==> src/rtl/xfer_pkg.sv <==
package xfer_pkg;
  localparam int LANES = 4;
  localparam int SEL_W = $clog2(LANES);
  typedef logic [SEL_W-1:0] lane_idx_t;
endpackage

==> src/rtl/bus_mux.sv <==
module bus_mux import xfer_pkg::*; #(
  parameter int W = 8
) (
  input  logic [LANES*W-1:0] lanes_i,
  input  lane_idx_t          sel_i,
  output logic [W-1:0]       bus_o
);
  for (genvar b = 0; b < W; b++) begin : g_bit
    logic [LANES-1:0] column;
    for (genvar l = 0; l < LANES; l++) begin : g_lane
      assign column[l] = lanes_i[l*W + b];
    end
    assign bus_o[b] = column[sel_i];
  end
endmodule

==> src/rtl/dst_decoder.sv <==
module dst_decoder import xfer_pkg::*; (
  input  lane_idx_t        code_i,
  input  logic             en_i,
  output logic [LANES-1:0] hot_o
);
  for (genvar i = 0; i < LANES; i++) begin : g_out
    assign hot_o[i] = en_i && (code_i == SEL_W'(i));
  end
endmodule

==> src/rtl/word_store.sv <==
module word_store #(
  parameter int W  = 8,
  parameter int AW = 4
) (
  input  logic          clk,
  input  logic          wr_en,
  input  logic [AW-1:0] addr_i,
  input  logic [W-1:0]  wdata_i,
  output logic [W-1:0]  rdata_o
);
  localparam int DEPTH = 1 << AW;
  logic [W-1:0] cells [DEPTH];

  always_ff @(posedge clk) begin
    if (wr_en) cells[addr_i] <= wdata_i;
  end

  assign rdata_o = cells[addr_i];
endmodule

==> src/rtl/xfer_fabric.sv <==
module xfer_fabric import xfer_pkg::*; #(
  parameter int N = 8,
  parameter int K = 4
) (
  input  logic               clk,
  input  logic               rst,
  input  logic [1:0]         src_sel,
  input  logic [1:0]         dst_sel,
  input  logic               dst_en,
  input  logic               gpr_from_mbuf,
  input  logic               mbuf_ld,
  input  logic               mbuf_ext_ld,
  input  logic [N-1:0]       mbuf_ext_din,
  input  logic               mem_rd,
  input  logic               mem_wr,
  input  logic               ptr_ld,
  input  logic [K-1:0]       ptr_din,
  output logic [N-1:0]       bus_o,
  output logic [LANES*N-1:0] gpr_o,
  output logic [K-1:0]       ptr_o,
  output logic [N-1:0]       mbuf_o,
  output logic               rw_err
);
  logic [LANES*N-1:0] lanes;
  logic [LANES-1:0]   hot;
  logic [N-1:0]       bus, rdata, load_val, mbuf_q;
  logic [K-1:0]       ptr_q;
  logic               conflict, rd_go, wr_go;

  assign conflict = mem_rd & mem_wr;
  assign rd_go    = mem_rd & ~mem_wr;
  assign wr_go    = mem_wr & ~mem_rd & ~rst;

  bus_mux #(.W(N)) u_bus (
    .lanes_i (lanes),
    .sel_i   (src_sel),
    .bus_o   (bus)
  );

  dst_decoder u_dec (
    .code_i (dst_sel),
    .en_i   (dst_en),
    .hot_o  (hot)
  );

  assign load_val = gpr_from_mbuf ? mbuf_q : bus;

  for (genvar g = 0; g < LANES; g++) begin : g_gpr
    logic [N-1:0] q;
    always_ff @(posedge clk) begin
      if (rst)         q <= '0;
      else if (hot[g]) q <= load_val;
    end
    assign lanes[g*N +: N] = q;
  end

  always_ff @(posedge clk) begin
    if (rst)         ptr_q <= '0;
    else if (ptr_ld) ptr_q <= ptr_din;
  end

  always_ff @(posedge clk) begin
    if (rst) begin
      mbuf_q <= '0;
    end else if (!conflict) begin
      if (rd_go)            mbuf_q <= rdata;
      else if (mbuf_ext_ld) mbuf_q <= mbuf_ext_din;
      else if (mbuf_ld)     mbuf_q <= bus;
    end
  end

  word_store #(.W(N), .AW(K)) u_mem (
    .clk     (clk),
    .wr_en   (wr_go),
    .addr_i  (ptr_q),
    .wdata_i (mbuf_q),
    .rdata_o (rdata)
  );

  assign bus_o  = bus;
  assign gpr_o  = lanes;
  assign ptr_o  = ptr_q;
  assign mbuf_o = mbuf_q;
  assign rw_err = conflict;
endmodule

==> config.mk <==
export PLATFORM = sky130hd
export DESIGN_NAME = xfer_fabric
export DESIGN_NICKNAME = d
export VERILOG_FILES = /design/src/rtl/xfer_pkg.sv /design/src/rtl/bus_mux.sv /design/src/rtl/dst_decoder.sv /design/src/rtl/word_store.sv /design/src/rtl/xfer_fabric.sv
export SDC_FILE = /design/constraint.sdc
export NUM_CORES = 1
export LEC_CHECK = 0
export ABC_AREA = 1
export CAP_MARGIN = 15
export CORE_MARGIN = 4
export CORE_UTILIZATION = 39
export DETAILED_ROUTE_END_ITERATION = 10
export HOLD_SLACK_MARGIN = 0.1
export MAX_ROUTING_LAYER = met4
export PLACE_DENSITY_LB_ADDON = 0.05
export SYNTH_ARGS = -nofsm -noshare
export SYNTH_HDL_FRONTEND = slang
export SYNTH_SLANG_ARGS = --single-unit
==> constraint.sdc <==
create_clock -name clk -period 2.7 [get_ports clk]
set_input_delay 0.675 -clock clk [delete_from_list [all_inputs] [get_ports clk]]
set_output_delay 0.675 -clock clk [all_outputs]
set_load 0.02 [all_outputs]
==> flow_metrics.tcl, run 1 <==
set metrics [dict create \
    crit_path_start "mem_wr" \
    cts.clk_slew.worst_paths_ns 0.06 \
    hold_class "reg -> reg" \
    critPathBufInv 3 \
    synth.cell_area_um2 7626 \
    first_pass_iters 5 \
    die_x_um 147.8 \
    worst_pin_slew_ns 0.8108 \
    antenna_left 0 \
    rsz0062_at_grt "no" \
    status "finished clean" \
    core_area_um2 18960 \
    maxSlewViolCount 0 \
    drc 0 \
    vdd_drop_max_uv 445.2 \
    num-fill-cells 1748 \
    p_per_area_nw_per_um2 654.2 \
    place_area_um2 8880 \
    ys_ff_latch 176 \
    reg2regPathDepth 9 \
    num_io_pins 78 \
    crit_required_ns 2.03 \
    via_count 5890 \
    drv_cap 0 \
    critPathTopFamily "buffers and inverters" \
    cpPeakStageDelay_ns 0.59 \
    avgViaCountPerCell 4.912 \
    rows 50 \
    synthCells 823 \
    cts_tree "yes" \
    rrSetupSlack_ns 0.71 \
    fp.dieArea_um2 21860 \
    criticalPathCategory "in -> out" \
    antenna_found_initial 1 \
    multi_input_area_um2 2120 \
    drtIter0Drc 379 \
    regArea_um2 4806 \
    wl_per_cell_um 17.95 \
    dpl.hpwl_um 14700 \
    cp_max_fo 3 \
    yosysWarnings 0 \
    cp-end-kind "output port" \
    p_leak_nw 3.909 \
    ys_seq_area_share_pct 63.00 \
    clockRootBuffer "clkbuf_16" \
    clockBufferDepth 2 \
    relSlewSlack_pct 45.94 \
    h-tree-depth 4 \
    grt_usage_pct 20.45 \
    synth_area_per_cell_um2 9.266 \
    startpoint_type "input port" \
    postCtsSetupBuffers 0 \
    wirelength_um 21530 \
    gp_congestion 0.9477 \
    grt_max_degree 75 \
    cp_num_cells 4 \
    clock-sinks 176 \
    layout.nets 950 \
    tns_ns 0 \
    grt_pass1_vias 5717 \
    hold_buffers 0 \
    grt_pass1_wl_um 32780 \
    die_h_um 147.8 \
    io_buffers 77 \
    fin_area_um2 9395 \
    slowest_stage "clkdlybuf4s50_1" \
    cp.arrival_ns 1.95 \
    cts_made_buffers 17 \
    setup_viol 0 \
    path_cells "clkdlybuf4s50_1, nand2_1, inv_1, clkdlybuf4s50_1" \
    period_needed_ns 2.625 \
    timing.rr.end "mbuf_o[7]" \
    drive_gt1_share_pct 8.849 \
    cp-endpoint "rw_err" \
    hold_ws_ns 0.5819 \
    fin_crit_sh_pct 97.21 \
    area.growth.synth_to_final_pct 23.20 \
    postSynthNetCount 848 \
    fmax_mhz 381.0 \
    insertion_delay_ns 0.43 \
    synth.distinct_cells 17 \
    cpMostUsedCell "clkdlybuf4s50_1" \
    grt-ovfl-total 0 \
    initial_core_util_pct 40.23 \
    fin_skew_ns 0.01059 \
    hold_viol 0 \
]
-- cells by family (layout without fill, tap and decap cells) --
family	Yosys count	count (layout)	share of synthesized area (%)
other	0	1	0
flip-flops	176	176	63.00
buffers and inverters	170	285	9.204
AND/OR/NAND/NOR	315	315	16.72
AO/OA/AOI/OAI	162	162	11.07
-- final cells by class --
type                       instances  area share [%]
timing repair buffer             123           11.72
sequential                       176           51.15
clock buffer                      19           4.608
clock inverter                    13           1.278
tap                              260           3.463
antenna                            1         0.02663
inverter                         130           5.194
multi-input combinational        477           22.56
-- cells in the mapped netlist (all sizes together) --
master	n	area, um2
or2	1	6.260
nand2	158	593.1
inv	130	488.0
nand3	72	360.4
a21oi	56	280.3
clkbuf	15	56.30
dfxtp	48	960.9
nor2	84	315.3
o211ai	12	90.09
o21ai	94	474.2
edfxtp	128	3844
buf	25	157.7
-- worst register-to-register path: stages (launching register included) --
cell and delay [ns]:
dfxtp_2 0.33, buf_4 0.63, nor2_1 0.16, nor2_1 0.10, o21ai_0 0.08, nand3_1 0.17
nand3_1 0.15, nand2_1 0.10, nand2_1 0.06, a21oi_1 0.14
-- what timing repair did --
action	4_1_cts	5_1_grt
gates resized for setup	11	13
gates cloned	0	0
endpoints found under the hold margin	0	0
setup endpoints to repair	8	8
-- registers in the layout, summed over array words and instances (netlist names), named ones only --
signal / flops
g_gpr.q: 32
mbuf_o: 8
ptr_o: 4
u_mem.cells: 128
-- metrics by stage --
| stage | instances | power [W] | utilization [%] | setup WS (ns) |
|---|---|---|---|---|
| 2_1_floorplan | 823 | 0.003488 | - | 0.6657 |
| 3_3_place_gp | 1166 | 0.003844 | 46.84 | -0.2251 |
| 3_5_place_dp | 1166 | 0.003853 | 46.84 | -0.2852 |
| 4_1_cts | 1198 | 0.006185 | 49.73 | 0.005671 |
| 5_1_grt | 1199 | 0.006361 | 49.56 | 0.05578 |
| 6_report | 1199 | 0.006146 | 49.56 | 0.07535 |
-- layout by cell type (no fill, tap or decap) --
cell             instances
nand2_1                158
edfxtp_1               128
inv_1                  127
nor2_1                  84
o21ai_0                 78
nand3_1                 72
clkdlybuf4s50_1         69
a21oi_1                 56
dfxtp_1                 47
buf_4                   44
clkbuf_16               17
o21ai_1                 15
o211ai_1                12
clkbuf_2                 8
clkinv_1                 6
inv_2                    3
clkbuf_1                 2
clkinvlp_4               2
bufinv_16                2
buf_12                   2
diode_2                  1
or2_1                    1
o21ai_2                  1
dfxtp_2                  1
clkinv_4                 1
clkinv_2                 1
inv_6                    1
-- routing by layer --
metal	wire, um	GRT usage (%)	vias to the layer above
li1	-	-	2908
met4	425	6.836	0
met1	9631	26.07	2766
met5	0	-	-
met2	10260	32.60	183
met3	1204	4.568	33
-- worst min path at each step --
stage | startpoint | to | slack, ns | depth (start not counted)
after floorplan | ptr_o[3] | register | 0.60 | 2
after global placement | g_gpr[3].q[1] | g_gpr[3].q[1] | 0.56 | 4
after detailed placement | g_gpr[2].q[3] | g_gpr[2].q[3] | 0.57 | 4
after CTS | g_gpr[3].q[5] | g_gpr[3].q[5] | 0.58 | 4
after global routing | g_gpr[0].q[0] | g_gpr[0].q[0] | 0.62 | 4
final | g_gpr[2].q[7] | g_gpr[2].q[7] | 0.58 | 4
-- power breakdown --
part	leakage (nW)	switching [W]	internal, W
Sequential	1.58	0.0000435	0.00298
Combinational	2.07	0.000492	0.000266
Clock	0.262	0.00102	0.00134
(Power assumes the default switching activity.)
==> run 2, diff against run 1 <==
==> constraint.sdc (replaced) <==
create_clock -name clk -period 2.3 [get_ports clk]
set_input_delay 0.46 -clock clk [delete_from_list [all_inputs] [get_ports clk]]
set_output_delay 0.46 -clock clk [all_outputs]
set_load 0.02 [all_outputs]
==> run 2 against run 1 <==
- critical path depth increased by 3
- clock skew hardly changed
- non-clock buffer count is 4 higher
- hold slack worse by 0.0017 ns
- critical endpoint is now bus_o[5]
==> flow_metrics.tcl, run 2 (synthesized netlist as in run 1, its figures left out) <==
set metrics [dict create \
    status "finished clean" \
    drv_cap 0 \
    tns_ns 0 \
    num_io_pins 78 \
    final_core_util_pct 49.88 \
    fmax_mhz 449.2 \
    wl_per_cell_um 17.71 \
    pwr-share-comb_pct 12.4 \
    gp_congestion 0.9657 \
    regArea_um2 4806 \
    largest_reg_flops 128 \
    seq_power_share_pct 49.2 \
    num-fill-cells 1777 \
    cp-end-kind "output port" \
    cp.arrival_ns 1.77 \
    multi_input_area_um2 2120 \
    die_x_um 147.8 \
    hold_buffers 0 \
    initial_core_util_pct 40.23 \
    p_per_area_nw_per_um2 762.2 \
    post-place-cells 1170 \
    core_area_um2 18960 \
    via_count 5864 \
    first_pass_iters 5 \
    clock-sinks 176 \
    hold_viol 0 \
    hold_class "reg -> reg" \
    grt_max_degree 75 \
    p_sw_share_pct 26.07 \
    fin_crit_sh_pct 96.79 \
    drive_gt1_share_pct 9.766 \
    fp.dieArea_um2 21860 \
    layout.nets 954 \
    met3_length_um 1209 \
    wl_met1_um 9749 \
    cts_made_buffers 17 \
    route.met2.wl_um 9934 \
    top_layer "met4" \
    crit_required_ns 1.84 \
    antenna_left 0 \
    area.growth.synth_to_final_pct 23.99 \
    grt-ovfl-total 0 \
    cp_max_fo 29 \
    regMostFlops "u_mem.cells" \
    rows 50 \
    drc 0 \
    mostFrequentLayoutCell "nand2_1" \
    p_int_w 0.005328 \
    period_needed_ns 2.226 \
    cts_tree "yes" \
    dpl.hpwl_um 14540 \
    hold_ws_ns 0.5802 \
    grt_pass1_wl_um 33170 \
    clockRootBuffer "clkbuf_16" \
    grt_usage_pct 20.47 \
    grt_pass1_vias 5782 \
    clockBufferDepth 2 \
    cts.clk_slew.worst_paths_ns 0.07 \
    startpoint_type "input port" \
    maxSlewViolCount 0 \
    antenna_found_initial 0 \
    drtIter0Drc 412 \
    criticalPathCategory "in -> out" \
    layout_common_cells "nand2_1, edfxtp_1, inv_1" \
    vdd_drop_max_uv 531.2 \
    relSlewSlack_pct 62.13 \
    worst_pin_slew_ns 0.5672 \
    p_sw_w 0.001879 \
    p_leak_nw 3.964 \
    clockPowerShare_pct 38.4 \
    die_h_um 147.8 \
    io_buffers 77 \
    h-tree-depth 4 \
    avgViaCountPerCell 4.879 \
    insertion_delay_ns 0.43 \
    final_cells 1202 \
    fin_skew_ns 0.01019 \
    setup_viol 0 \
    wirelength_um 21290 \
    antenna_cells 0 \
    rsz0062_at_grt "no" \
]
## run 2: cell types whose count changed in the layout (fill, tap and decap cells not counted), moves of 2 or more
cell	before	now
buf_4	44	47
clkbuf_2	8	6
clkinv_1	6	0
clkinv_2	1	3
clkinvlp_4	2	0
inv_4	0	4
## run 2: power groups by stage
stage	logic, W	clock network, W	registers [W]
2_1_floorplan	0.000403	0	0.00369
3_3_place_gp	0.000902	0	0.00362
3_5_place_dp	0.000909	0	0.00362
4_1_cts	0.000905	0.00281	0.00355
5_1_grt	0.000985	0.00295	0.00355
6_report	0.000892	0.00277	0.00355
## run 2: per-stage QoR
stage               setup WS [ns]  area (um2)  power, W
floorplan                  0.5950        7626  0.004095
detailed placement        -0.2886        8922  0.004525
global placement          -0.1923        8922  0.004519
CTS                      0.005967        9475  0.007265
global route             0.002342        9455  0.007490
finish                    0.07373        9455  0.007207
## run 2: path summary, 6_finish.rpt
kind | from | end | slack (ns) | cells after the start
worst min register to register | g_gpr[2].q[3] | g_gpr[2].q[3] | 0.58 | 4
worst max register to register | register | mbuf_o[2] | 0.52 | 10
worst min-delay path | g_gpr[2].q[3] | g_gpr[2].q[3] | 0.58 | 4
worst max-delay path | src_sel[0] | bus_o[5] | 0.07 | 7
## run 2: routing by layer
metal	vias to the layer above	GRT usage [%]
met5	-	-
met4	0	6.097
met3	29	4.905
met2	183	31.36
met1	2735	27.31
li1	2917	-
## run 2: critical path: stages
cell and delay (ns):
clkdlybuf4s50_1 0.50, buf_12 0.17, a21oi_1 0.07, o21ai_0 0.08, nand2_1 0.10, inv_1 0.06
dlygate4sd2_1 0.32
## run 2: final cells by class
cell class,instances,share of cell area (%)
clock buffers,18,4.539
clock inverters,14,1.403
inverters,130,5.161
multi-input cells,477,22.42
flip-flops and latches,176,50.83
well taps,260,3.441
repair buffers,127,12.21
## run 2: timing repair
| item | 4_1_cts | 5_1_grt |
|---|---|---|
| gates resized for setup | 9 | 13 |
| cloned | 0 | 0 |
| setup buffers | 0 | 0 |
| endpoints found under the setup margin | 8 | 8 |
| pin swaps | 0 | 0 |
